`src/rtl/gpio_pkg.sv`:
```
package gpio_pkg;

   typedef enum logic [1:0] {
      PM_OFF       = 2'b00,
      PM_DRIVE     = 2'b01,
      PM_SENSE     = 2'b10,
      PM_DRIVE_ALT = 2'b11
   } pin_mode_e;

   typedef enum logic [1:0] {
      RS_MODE_A  = 2'd0,
      RS_VALUE_A = 2'd1,
      RS_MODE_B  = 2'd2,
      RS_VALUE_B = 2'd3
   } reg_sel_e;

   localparam int MODE_BITS = 2;

   function automatic logic mode_senses(input logic [1:0] f);
      return pin_mode_e'(f) == PM_SENSE;
   endfunction

   function automatic logic mode_drives(input logic [1:0] f);
      return (pin_mode_e'(f) == PM_DRIVE) || (pin_mode_e'(f) == PM_DRIVE_ALT);
   endfunction

endpackage

```
`src/rtl/gpio_sync.sv`:
```
module gpio_sync #(
   parameter int W      = 16,
   parameter int STAGES = 2
) (
   input  logic         clk,
   input  logic         rst_n,
   input  logic [W-1:0] d,
   output logic [W-1:0] q
);

   if (W < 1) begin : g_bad_width
      $error("gpio_sync: W must be at least 1");
   end
   if (STAGES != 0 && STAGES < 2) begin : g_bad_stages
      $error("gpio_sync: STAGES must be 0 (bypass) or at least 2");
   end

   if (STAGES == 0) begin : g_bypass
      assign q = d;
   end else begin : g_chain
      logic [W-1:0] stage_q [STAGES];

      always_ff @(posedge clk or negedge rst_n) begin
         if (!rst_n) begin
            for (int k = 0; k < STAGES; k++) stage_q[k] <= '0;
         end else begin
            stage_q[0] <= d;
            for (int k = 1; k < STAGES; k++) stage_q[k] <= stage_q[k-1];
         end
      end

      assign q = stage_q[STAGES-1];

      // the last stage always carries what the stage before held one edge earlier
      assert_sync_shift_R7: assert property (@(posedge clk) disable iff (!rst_n)
         1'b1 |=> q == $past(stage_q[STAGES-2]));
   end

endmodule

```
`src/rtl/gpio_port.sv`:
```
module gpio_port
   import gpio_pkg::*;
#(
   parameter int PINS        = 16,
   parameter int SYNC_STAGES = 2,
   parameter int DATA_W      = 32
) (
   input  logic                      clk,
   input  logic                      rst_n,
   input  logic                      mode_we,
   input  logic                      value_we,
   input  logic [MODE_BITS*PINS-1:0] wdata,
   input  logic [PINS-1:0]           pin_in,
   output logic [PINS-1:0]           pin_out,
   output logic [PINS-1:0]           pin_oe,
   output logic [MODE_BITS*PINS-1:0] mode_rd,
   output logic [PINS-1:0]           value_rd
);

   localparam int CW = MODE_BITS * PINS;

   if (PINS < 1) begin : g_bad_pins
      $error("gpio_port: PINS must be at least 1");
   end
   if (CW > DATA_W) begin : g_bad_fit
      $error("gpio_port: mode register wider than the data bus");
   end

   logic [CW-1:0]   mode_q;
   logic [PINS-1:0] value_q;
   logic [PINS-1:0] sense_mask_q;
   logic [PINS-1:0] drive_mask_q;
   logic [PINS-1:0] drive_q;
   logic [PINS-1:0] sense_new;
   logic [PINS-1:0] drive_new;
   logic [PINS-1:0] pins_synced;

   // decode the incoming mode fields, one per pin
   for (genvar i = 0; i < PINS; i++) begin : g_decode
      assign sense_new[i] = mode_senses(wdata[MODE_BITS*i +: MODE_BITS]);
      assign drive_new[i] = mode_drives(wdata[MODE_BITS*i +: MODE_BITS]);
   end

   gpio_sync #(
      .W      (PINS),
      .STAGES (SYNC_STAGES)
   ) i_sync (
      .clk   (clk),
      .rst_n (rst_n),
      .d     (pin_in),
      .q     (pins_synced)
   );

   always_ff @(posedge clk or negedge rst_n) begin
      if (!rst_n) begin
         mode_q       <= '0;
         value_q      <= '0;
         sense_mask_q <= '0;
         drive_mask_q <= '0;
         drive_q      <= '0;
      end else if (mode_we) begin
         mode_q       <= wdata;
         sense_mask_q <= sense_new;
         drive_mask_q <= drive_new;
         drive_q      <= value_q & drive_new;
      end else if (value_we) begin
         value_q <= wdata[PINS-1:0];
         drive_q <= wdata[PINS-1:0] & drive_mask_q;
      end
   end

   assign pin_out  = drive_q;
   assign pin_oe   = drive_mask_q;
   assign mode_rd  = mode_q;
   assign value_rd = (pins_synced & sense_mask_q) | drive_q;

   // no pin may be both sensed and driven
   assert_masks_disjoint_R2: assert property (@(posedge clk) disable iff (!rst_n)
      (sense_mask_q & drive_mask_q) == '0);

   // a pin without output-enable never drives a 1
   assert_drive_within_mask_R5: assert property (@(posedge clk) disable iff (!rst_n)
      (pin_out & ~pin_oe) == '0);

   // after a value write, the pins show the written bits under the mask
   assert_value_drive_R5: assert property (@(posedge clk) disable iff (!rst_n)
      value_we && !mode_we |=> pin_out == ($past(wdata[PINS-1:0]) & pin_oe));

   // after a mode write, the pins show the stored value under the new mask
   assert_mode_recalc_R4: assert property (@(posedge clk) disable iff (!rst_n)
      mode_we |=> pin_out == ($past(value_q) & pin_oe));

   // a mode write leaves the read-back mode equal to the written fields
   assert_mode_rebuild_R3: assert property (@(posedge clk) disable iff (!rst_n)
      mode_we |=> mode_rd == $past(wdata));

endmodule

```
`src/rtl/gpio_ctrl.sv`:
```
module gpio_ctrl
   import gpio_pkg::*;
#(
   parameter int ADDR_W      = 4,
   parameter int DATA_W      = 32,
   parameter int PA_PINS     = 16,
   parameter int PB_PINS     = 4,
   parameter int SYNC_STAGES = 2
) (
   input  logic              clk,
   input  logic              rst_n,
   input  logic [ADDR_W-1:0] bus_addr,
   input  logic              bus_we,
   input  logic [DATA_W-1:0] bus_wdata,
   output logic [DATA_W-1:0] bus_rdata,
   input  logic [PA_PINS-1:0] pa_in,
   output logic [PA_PINS-1:0] pa_out,
   output logic [PA_PINS-1:0] pa_oe,
   input  logic [PB_PINS-1:0] pb_in,
   output logic [PB_PINS-1:0] pb_out,
   output logic [PB_PINS-1:0] pb_oe
);

   localparam int CW_A = MODE_BITS * PA_PINS;
   localparam int CW_B = MODE_BITS * PB_PINS;

   if (ADDR_W < 2) begin : g_bad_addr
      $error("gpio_ctrl: ADDR_W must be at least 2");
   end
   if (CW_A > DATA_W || CW_B > DATA_W) begin : g_bad_width
      $error("gpio_ctrl: a mode register does not fit the data bus");
   end

   logic     hit;
   reg_sel_e sel;
   logic     a_mode_we, a_value_we, b_mode_we, b_value_we;
   logic [CW_A-1:0]    a_mode_rd;
   logic [PA_PINS-1:0] a_value_rd;
   logic [CW_B-1:0]    b_mode_rd;
   logic [PB_PINS-1:0] b_value_rd;

   if (ADDR_W > 2) begin : g_hi_decode
      assign hit = bus_addr[ADDR_W-1:2] == '0;
   end else begin : g_no_hi
      assign hit = 1'b1;
   end

   assign sel        = reg_sel_e'(bus_addr[1:0]);
   assign a_mode_we  = bus_we && hit && (sel == RS_MODE_A);
   assign a_value_we = bus_we && hit && (sel == RS_VALUE_A);
   assign b_mode_we  = bus_we && hit && (sel == RS_MODE_B);
   assign b_value_we = bus_we && hit && (sel == RS_VALUE_B);

   gpio_port #(
      .PINS        (PA_PINS),
      .SYNC_STAGES (SYNC_STAGES),
      .DATA_W      (DATA_W)
   ) i_port_a (
      .clk      (clk),
      .rst_n    (rst_n),
      .mode_we  (a_mode_we),
      .value_we (a_value_we),
      .wdata    (bus_wdata[CW_A-1:0]),
      .pin_in   (pa_in),
      .pin_out  (pa_out),
      .pin_oe   (pa_oe),
      .mode_rd  (a_mode_rd),
      .value_rd (a_value_rd)
   );

   gpio_port #(
      .PINS        (PB_PINS),
      .SYNC_STAGES (SYNC_STAGES),
      .DATA_W      (DATA_W)
   ) i_port_b (
      .clk      (clk),
      .rst_n    (rst_n),
      .mode_we  (b_mode_we),
      .value_we (b_value_we),
      .wdata    (bus_wdata[CW_B-1:0]),
      .pin_in   (pb_in),
      .pin_out  (pb_out),
      .pin_oe   (pb_oe),
      .mode_rd  (b_mode_rd),
      .value_rd (b_value_rd)
   );

   always_comb begin
      bus_rdata = '0;
      if (hit) begin
         unique case (sel)
            RS_MODE_A:  bus_rdata[CW_A-1:0]    = a_mode_rd;
            RS_VALUE_A: bus_rdata[PA_PINS-1:0] = a_value_rd;
            RS_MODE_B:  bus_rdata[CW_B-1:0]    = b_mode_rd;
            RS_VALUE_B: bus_rdata[PB_PINS-1:0] = b_value_rd;
            default:    bus_rdata = '0;
         endcase
      end
   end

   // writes to the wide port leave the narrow port's pins alone
   assert_port_b_isolated_R10: assert property (@(posedge clk) disable iff (!rst_n)
      (a_mode_we || a_value_we) |=> $stable(pb_out) && $stable(pb_oe));

   // writes to the narrow port leave the wide port's pins alone
   assert_port_a_isolated_R10: assert property (@(posedge clk) disable iff (!rst_n)
      (b_mode_we || b_value_we) |=> $stable(pa_out) && $stable(pa_oe));

   // a write to an unmapped address changes no pin
   assert_unmapped_ignored_R9: assert property (@(posedge clk) disable iff (!rst_n)
      (bus_we && !hit) |=> $stable(pa_out) && $stable(pa_oe)
                           && $stable(pb_out) && $stable(pb_oe));

   // at most one register write strobe per cycle
   assert_one_strobe_R9: assert property (@(posedge clk) disable iff (!rst_n)
      $onehot0({a_mode_we, a_value_we, b_mode_we, b_value_we}));

endmodule

```
`config.mk`:
```
export PLATFORM = sky130hd
export DESIGN_NAME = gpio_ctrl
export DESIGN_NICKNAME = d
export VERILOG_FILES = /design/src/rtl/gpio_pkg.sv /design/src/rtl/gpio_sync.sv /design/src/rtl/gpio_port.sv /design/src/rtl/gpio_ctrl.sv
export SDC_FILE = /design/constraint.sdc
export NUM_CORES = 1
export LEC_CHECK = 0
export ABC_AREA = 1
export ABC_CLOCK_PERIOD_IN_PS = 1100
export BUFFER_PORTS_ARGS = -buffer_cell sky130_fd_sc_hd__buf_2
export CAP_MARGIN = 40
export CORE_ASPECT_RATIO = 0.6
export CORE_MARGIN = 2
export CORE_UTILIZATION = 55
export DETAILED_ROUTE_END_ITERATION = 8
export PLACE_DENSITY = 0.85
export SYNTH_ARGS = -nofsm -noshare
export SYNTH_HDL_FRONTEND = slang
export SYNTH_SLANG_ARGS = --single-unit
```
`constraint.sdc`:
```
create_clock -name clk -period 1.1 [get_ports clk]
set_input_delay 0 -clock clk [delete_from_list [all_inputs] [get_ports clk]]
set_output_delay 0 -clock clk [all_outputs]
set_load 0.01 [all_outputs]
```
==> After elaboration in Yosys (flattened, before gate mapping) <==
Cells that the tools add are included.
{ "classes": {"addsub": 0, "n_shift": 0, "n_reduce_logical": 27, "muxes": 9, "eq_ne": 51, "n_bitwise": 10, "n_lt_le_gt_ge": 0, "div_mod_pow": 0, "n_mul": 0} }
{ "ops": {"columns": ["op", "count"], "rows": [
  ["equality test 2 bit, second input constant", 34],
  ["bitwise AND 16 bit", 3],
  ["two-way mux 16 bit", 3],
  ["equality test 2 x 1 -> 1 bit, second input constant", 17],
  ["two-way mux 32 bit", 1],
  ["logical OR 1 bit", 16],
  ["OR 16 bit", 1],
  ["one-hot mux 4 bit (4 select lines)", 1],
  ["one-hot mux 8 bit (2 select lines)", 1],
  ["bitwise AND 4 bit", 3],
  ["one-hot mux 4 bit (3 select lines)", 1],
  ["two-way mux 4 bit", 2],
  ["logical AND 1 bit", 5],
  ["logical NOT 2 bit", 2],
  ["OR 4 bit", 1],
  ["AND reduction 2 bit", 2],
  ["nonzero test 2 bit", 2],
  ["inverter 1 bit", 2]
]} }
{ "word_totals": {"mem_bits_rw": 0, "n_memories": 0, "output_inout_bits": 72, "wordCells": 111, "reg_bits": 160, "input_bits": 59, "latch_bits": 0, "romBits": 0} }

==> Depth between registers and ports, before layout <==
Gate-level depths: netlist of the first run.
{ "logic_depth": {"depth_word": 5, "depth_mapped": 9, "mapped_depth_nobuf": 7} }

==> Modules after synthesis <==
A second synthesis of the first run with hierarchy kept.
{ "hier_totals": {"hier_cells": 744, "hier_area_um2": 6836.6} }
{ "by_module_without_submodules": {"columns": ["mod", "n_inst", "area_each_um2", "cells_each", "seq_area_each_um2"], "rows": [
  ["gpio_port (i_port_a)", 1, 4081.4, 440, 2402.3],
  ["gpio_port (i_port_b)", 1, 965.9, 110, 600.6],
  ["gpio_sync (i_port_a.i_sync)", 1, 920.9, 48, 800.8],
  ["gpio_ctrl", 1, 638.1, 134, 0.0],
  ["gpio_sync (i_port_b.i_sync)", 1, 230.2, 12, 200.2]
]} }

==> Worst setup path before layout of the first run <==
Ideal clock, no wire load.
{ "synth_path": {"path_kind": "input to register", "startpoint": "input bus_addr[3]", "endpoint": "register i_port_a.drive_mask_q[5] (netlist: i_port_a.pin_oe[5])", "arrival_ns": 0.793, "required_ns": 0.982, "setup_time_ns": 0.118, "path_stages": 6, "setup_slack_ns": 0.189, "path_cell_list": "nor2_1 nand3_2 buf_4 buf_2 nand2_1 nand2_1"} }
{ "synth_between": {"elab_chain_len": 3} }
{ "synth_lines": {"columns": ["element", "line_no", "source"], "rows": [
  ["start: declaration", "gpio_ctrl.sv:12", "input logic [ADDR_W-1:0] bus_addr,"],
  ["logical NOT 2 bit", "gpio_ctrl.sv:43", "assign hit = bus_addr[ADDR_W-1:2] == '0;"],
  ["logical AND 1 bit (2 in a row)", "gpio_ctrl.sv:49", "assign a_mode_we = bus_we && hit && (sel == RS_MODE_A);"],
  ["end signal: assignment", "gpio_port.sv:64", "drive_mask_q <= drive_new;"],
  ["end: declaration", "gpio_port.sv:32", "logic [PINS-1:0] drive_mask_q;"]
]} }
No other way between the ends.
A chain may end at the register's enable or synchronous reset.

==> Worst setup path in the final report of the first run <==
{ "layout_path": {"startpoint": "register i_port_a.i_sync.g_chain.stage_q, in the netlist i_port_a.i_sync.q[1]", "endpoint": "output bus_rdata[1]"} }
{ "layout_between": {"elab_chain_len": 4} }
{ "layout_lines": {"columns": ["element", "line_no", "source"], "rows": [
  ["start: declaration", "gpio_sync.sv:21", "logic [W-1:0] stage_q [STAGES];"],
  ["bitwise AND 16 bit", "gpio_port.sv:75", "assign value_rd = (pins_synced & sense_mask_q) | drive_q;"],
  ["OR 16 bit", "gpio_port.sv:75", null],
  ["one-hot mux 4 bit (4 select lines)", "gpio_ctrl.sv:91", "unique case (sel)"],
  ["two-way mux 32 bit", "gpio_ctrl.sv:90", "if (hit) begin"],
  ["end: declaration", "gpio_ctrl.sv:15", "output logic [DATA_W-1:0] bus_rdata,"]
]} }
No other way between the ends.

==> flow_summary.yaml, run 1 <==
grt:
  grt_pass1_vias: 6113
  grt_usage_pct: 31.6
  antenna_found_initial: 0
  overflow: 0
  grt_max_degree: 41
  grt_pass1_wl_microns: 31300
floorplan:
  initial_core_util_pct: 55.9
  core_sq_um: 11900
  rows: 31
  die_h_microns: 89.2
  fp.dieW_microns: 146
  boundaryPins: 131
  die-area_sq_um: 13000
worst_hold_path:
  holdCritStartpoint: "bus_we"
  min_path_type: "in2reg"
  hold_end: "i_port_b.pin_out[0]"
  hold_depth: 5
setup_path:
  cp-end-kind: "output pin"
  critPathLaunchType: "flop"
  cp.required_ns: 1.10
  critPathKind: "reg2out"
  cp.arrival_ns: 1.44
  r2r_cells: 6
  regToRegEndpoint: "i_port_a.pin_out[6]"
  r2r_start: "i_port_a.pin_oe[6]"
  path_max_fanout: 1
  r2r_slack_ns: 0.21
detailed_routing:
  via_count: 6259
  viasPerCell: 5.23
  first_pass_iters: 5
  ant_nets: 0
  drt_wl_total_microns: 19900
  drc: 0
  first_iter_violations: 556
  wl_per_cell_microns: 16.6
finish:
  layout-drive-gt1-share_pct: 26.5
  n_antenna_cell: 0
  utilization_pct: 77.9
  final_nets: 1077
  fillers: 766
  area_growth_pct: 39.4
timing:
  post-route-period-util_pct: 131
  clock_skew_ns: 0.00775
  min_period_ns: 1.44
  hold_viol: 0
  slew_headroom_pct: 77.7
  drv_slew: 0
  rsz0062_at_grt: "yes"
  fin_ws_ns: -0.343
  fmax_ghz: 0.693
  tightest_slew_ns: 0.332
  setup_viol: 18
synth:
  avgSynthCellArea_sq_um: 8.36
  netlist_area_sq_um: 6650
  yosysSeqAreaShare_pct: 60.2
  ys_types: 23
  ys_ff_latch: 160
  yosys_warnings: 0
  netlist_instances: 796
  synthesis.nets: 855
clock_network:
  cts_tree: "done"
  htree_levels: 4
  clkTransAtPathRegs_ns: 0.06
  clkLatencyLatePin_ns: 0.42
  root_buffer: "clkbuf_16"
  cts_max_path_buffers: 2
  clock_sinks: 160
  cts_buffers: 17
status:
  outcome: "finished, violations left"
  violations: "negative setup slack"
placement:
  pre_cts_ws_ns: -0.0782
  dp_hpwl_microns: 12300
  gp_congestion: 0.879
  io_buffer_count: 130
power_and_ir_drop:
  power.leakage_nw: 5.21
  vdd_drop_max_uv: 1190
  p_per_area_nw_per_um2: 1770
run:
  cap_violations: 0
[layer usage]
layer	vias to the layer above	global-route usage [%]	part of all wire (%)
met5	-	0	0
met4	0	11.7	1.6
met2	340	50.0	46
met3	39	8.06	9.4
li1	2882	-	-
met1	2998	43.5	43
[worst max-delay path: stages (launching register included)]
cell and delay [ns]:
dfrtp_1 0.41, nand2_1 0.08, inv_1 0.04, o21ai_1 0.12, nand3_1 0.11, nand2_1 0.09
inv_1 0.04, buf_2 0.13
[kinds of logic (layout without fill, tap and decap cells)]
| family | after synthesis | after routing | synth area share, % |
|---|---|---|---|
| AO/OA/AOI/OAI | 89 | 89 | 6.88 |
| buffers and inverters | 129 | 364 | 8.05 |
| flip-flops | 160 | 160 | 60.2 |
| AND/OR/NAND/NOR | 418 | 418 | 24.9 |
[registers in the layout (all words and copies together) (netlist names)]
signal	cells
i_port_b.pin_oe	4
i_port_b.value_q	4
i_port_a.value_q	16
i_port_b.i_sync.g_chain.stage_q	4
i_port_a.pin_oe	16
i_port_b.mode_rd	8
i_port_a.i_sync.q	16
i_port_a.i_sync.g_chain.stage_q	16
i_port_a.mode_rd	32
i_port_a.pin_out	16
i_port_b.i_sync.q	4
i_port_a.sense_mask_q	16
i_port_b.pin_out	4
i_port_b.sense_mask_q	4
[per-stage QoR]
stage                     power (mW)  TNS [ns]  instances  area [sq um]  hold WS, ns
final                           16.4     -3.17       1196          9270       0.0210
after global routing            17.2     -4.67       1196          9270       0.0295
after CTS                       16.2     -3.11       1194          9100      0.00605
after detailed placement        9.77     -1.24       1102          7830       -0.100
after global placement          9.64   -0.0509       1102          7830      -0.0963
after floorplan                 8.62         0        796          6650       -0.296
[what timing repair did]
item,4_1_cts,5_1_grt
endpoints found under the setup margin,31,34
setup buffers,6,4
hold endpoints to repair,276,0
hold buffers,54,0
gates resized for setup,28,52
pin swaps,22,20
[cell usage after synthesis]
| cell | instances | area (sq um) |
|---|---|---|
| inv_1 | 91 | 342 |
| nor2_4 | 1 | 11.3 |
| nand3_1 | 31 | 155 |
| a21oi_1 | 11 | 55.1 |
| nor2_2 | 1 | 6.26 |
| nand2_2 | 1 | 6.26 |
| nand3_2 | 1 | 10.0 |
| nor3_1 | 18 | 90.1 |
| a31oi_1 | 2 | 12.5 |
| a21o_1 | 4 | 30.0 |
| nand2_1 | 343 | 1290 |
| o21ai_1 | 13 | 65.1 |
| o21ai_0 | 59 | 295 |
| nand4_1 | 2 | 12.5 |
| buf_1 | 1 | 3.75 |
| nor2_1 | 20 | 75.1 |
| clkbuf_1 | 9 | 33.8 |
| inv_2 | 5 | 18.8 |
| clkinv_1 | 1 | 3.75 |
| dfrtp_1 | 160 | 4000 |
| buf_4 | 7 | 52.6 |
| buf_2 | 14 | 70.1 |
| buf_6 | 1 | 11.3 |
[how the worst max path moves through the flow]
stage,from,end,cells after the start
2_1_floorplan,bus_addr[3],i_port_a.pin_oe[5],6
3_3_place_gp,bus_addr[3],i_port_b.mode_rd[4],8
3_5_place_dp,bus_addr[3],i_port_b.mode_rd[6],8
4_1_cts,i_port_a.i_sync.q[1],bus_rdata[1],7
5_1_grt,i_port_a.i_sync.q[1],bus_rdata[1],7
6_report,i_port_a.i_sync.q[1],bus_rdata[1],7
[cells in the final DEF, fill, tap and decap left out, types with 5 or more instances in the layout]
master / n
a21oi_1: 5
a21oi_2: 6
buf_12: 13
buf_2: 123
buf_4: 35
buf_6: 10
clkbuf_1: 5
clkbuf_16: 17
dfrtp_1: 160
dlygate4sd3_1: 54
inv_1: 74
inv_2: 22
nand2_1: 339
nand2_2: 5
nand3_1: 31
nor2_1: 18
nor3_2: 18
o21ai_0: 46
o21ai_1: 18
o21ai_2: 7
[where the power goes]
group	total, mW	internal (mW)	leakage, nW	switching, mW
sequential	7.41	6.82	2.00	0.593
clock	6.19	3.86	0.292	2.33
combinational	2.80	1.22	2.92	1.58
[cell type report]
cell class / instances / area (sq um) / share of cell area [%]
well taps: 165 / 206 / 2.23
flip-flops and latches: 160 / 4000 / 43.2
repair buffers: 235 / 1790 / 19.3
multi-input cells: 507 / 2290 / 24.7
clock buffers: 23 / 458 / 4.94
clock inverters: 9 / 158 / 1.70
inverters: 97 / 364 / 3.93
Power figures use the tool's default switching activity.
==> inputs of run 2 (changes only) <==
Settings changed: PLACE_DENSITY 0.85 to 0.84.
==> run 2 against run 1 <==
Compared with the run above:
- the flow still finishes with violations (negative setup slack)
- combinational power shrank 2%
- first-iteration DRC count fell by 7.2%
- hold slack better by 0.015 ns
- maximum frequency increased by 1.6%
- register-to-register slack got worse by 0.03 ns
- critical path depth did not move
- clock-buffer cell count shrank 4
- power rose by 0.15%
- critical endpoint is now bus_rdata[2]
- highest routed layer unchanged
==> flow_summary.yaml, run 2 (synthesis results as in run 1) <==
placement:
  dp_hpwl_microns: 12100
  io_buffer_count: 130
  gp_congestion: 0.876
  dpl_cell_area_sq_um: 7770
grt:
  antenna_found_initial: 0
  grt_pass1_wl_microns: 30300
  grt_pass1_vias: 6066
  overflow: 0
  grt_usage_pct: 30.5
  grt_max_degree: 38
finish:
  final_common_cell: "nand2_1"
  layout-drive-gt1-share_pct: 24.0
  register_area_sq_um: 4000
  largest_register_ffs: 32
  final_nets: 1080
  fillers: 775
  multiInputGateArea_sq_um: 2170
  final_cell_mix: "342 x nand2_1, 160 x dfrtp_1, 125 x buf_2, 84 x inv_1, 53 x dlygate4sd3_1"
  n_antenna_cell: 0
  post-route-cell-area_sq_um: 9130
  area_growth_pct: 37.3
timing:
  fin_ws_ns: -0.321
  tightest_slew_ns: 0.433
  rsz0062_at_grt: "yes"
  hold_viol: 0
  min_period_ns: 1.42
  fmax_ghz: 0.704
  drv_slew: 0
  post-route-period-util_pct: 129
  setup_viol: 22
  clock_skew_ns: 0.00484
  slew_headroom_pct: 71.2
clock_network:
  cts_tree: "done"
  clkLatencyLatePin_ns: 0.41
  cts_buffers: 17
  root_buffer: "clkbuf_16"
  htree_levels: 4
  clkTransAtPathRegs_ns: 0.06
  clock_sinks: 160
  cts_max_path_buffers: 2
floorplan:
  boundaryPins: 131
  rows: 31
  die-area_sq_um: 13000
  initial_core_util_pct: 55.9
  die_h_microns: 89.2
  fp.dieW_microns: 146
  core_sq_um: 11900
worst_hold_path:
  min_path_type: "in2async"
power_and_ir_drop:
  p_per_area_nw_per_um2: 1800
  p_sw_mw: 4.49
  vdd_drop_max_uv: 1200
  p_int_mw: 11.9
  pwr-share-comb_pct: 16.7
  fin_total_pwr_mw: 16.4
  power.leakage_nw: 5.24
  p_clk_share_pct: 38.4
  sw_frac_of_total_pct: 27.3
  seq_power_share_pct: 44.9
setup_path:
  slowest_stage: "dfrtp_1"
  path_max_fanout: 2
  regToRegEndpoint: "i_port_a.pin_out[1]"
  cp.required_ns: 1.10
  r2r_cells: 6
  r2r_start: "i_port_a.pin_oe[1]"
  cp_common_cell: "nand2_1"
  max_stage_delay_ns: 0.37
  cp.arrival_ns: 1.42
  critPathLaunchType: "flop"
  critPathKind: "reg2out"
  r2r_slack_ns: 0.18
  crit_chain: "nand2_1, inv_2, o21ai_2, nand3_1, nand2_1, inv_1, buf_6"
  cp-end-kind: "output pin"
detailed_routing:
  ant_nets: 0
  viasPerCell: 5.25
  drc: 0
  drt_wl_total_microns: 19500
  via_count: 6297
  first_pass_iters: 5
  first_iter_violations: 516
  wl_per_cell_microns: 16.3
status:
  outcome: "finished, violations left"
  violations: "negative setup slack"
run:
  cap_violations: 0
## run 2: cell count changes in the layout (fill, tap and decap cells not counted), sizes merged
cell,before,now
clkinv,4,7
dlygate4sd3,54,53
buf,181,185
clkbuf,23,19
inv,96,97
## run 2: worst max-delay path: cells and delay by family, from the launching register on
| family | cells | cell delay, ns |
|---|---|---|
| buffers and inverters | 3 | 0.21 |
| AND/OR/NAND/NOR | 3 | 0.27 |
| flip-flops | 1 | 0.37 |
| AO/OA/AOI/OAI | 1 | 0.15 |
## run 2: final cells by class
cell class,instances,share of cell area (%)
inverters,97,3.99
flip-flops and latches,160,43.8
multi-input cells,507,23.8
clock inverters,13,2.03
clock buffers,19,4.96
repair buffers,238,19.1
well taps,165,2.26
## run 2: power groups by stage
stage / Clock, mW / Sequential (mW) / Combinational (mW)
2_1_floorplan: 0 / 7.42 / 1.20
3_3_place_gp: 0 / 7.39 / 2.22
3_5_place_dp: 0 / 7.43 / 2.31
4_1_cts: 6.32 / 7.34 / 2.59
5_1_grt: 6.55 / 7.48 / 3.06
6_report: 6.30 / 7.38 / 2.74
## run 2: routing by layer
layer	wire length, microns	GRT usage, %
met5	0	0
met2	8790	48.7
met1	8290	41.7
met4	503	11.7
met3	1920	7.09
## run 2: metrics by stage
stage	utilization (%)	cells	hold slack [ns]	setup WS (ns)	setup TNS, ns
4_1_cts	75.8	1194	0.0138	-0.328	-3.35
5_1_grt	76.7	1199	0.0463	-0.399	-5.28
3_3_place_gp	65.3	1101	-0.0855	-0.0237	-0.0452
6_report	76.7	1199	0.0364	-0.321	-3.43
3_5_place_dp	65.3	1101	-0.0907	-0.0816	-0.583
2_1_floorplan	-	796	-0.296	0.189	0
## run 2: worst max path at each step
stage,cells after the start,endpoint,start,slack (ns)
floorplan,6,i_port_a.pin_oe[5],bus_addr[3],0.19
global route,7,bus_rdata[2],i_port_a.sense_mask_q[2],-0.40
detailed placement,8,i_port_b.mode_rd[6],bus_addr[3],-0.08
finish,7,bus_rdata[2],i_port_a.sense_mask_q[2],-0.32
CTS,7,bus_rdata[1],i_port_a.i_sync.q[1],-0.33
global placement,8,i_port_b.mode_rd[6],bus_addr[3],-0.02
## run 2: timing repair
item                                    in CTS  in global routing
pin swaps                                   13                  7
resized for setup                           21                 22
setup buffers                                8                  5
endpoints found under the setup margin      31                 35
hold endpoints to repair                   273                  0
hold buffers                                53                  0
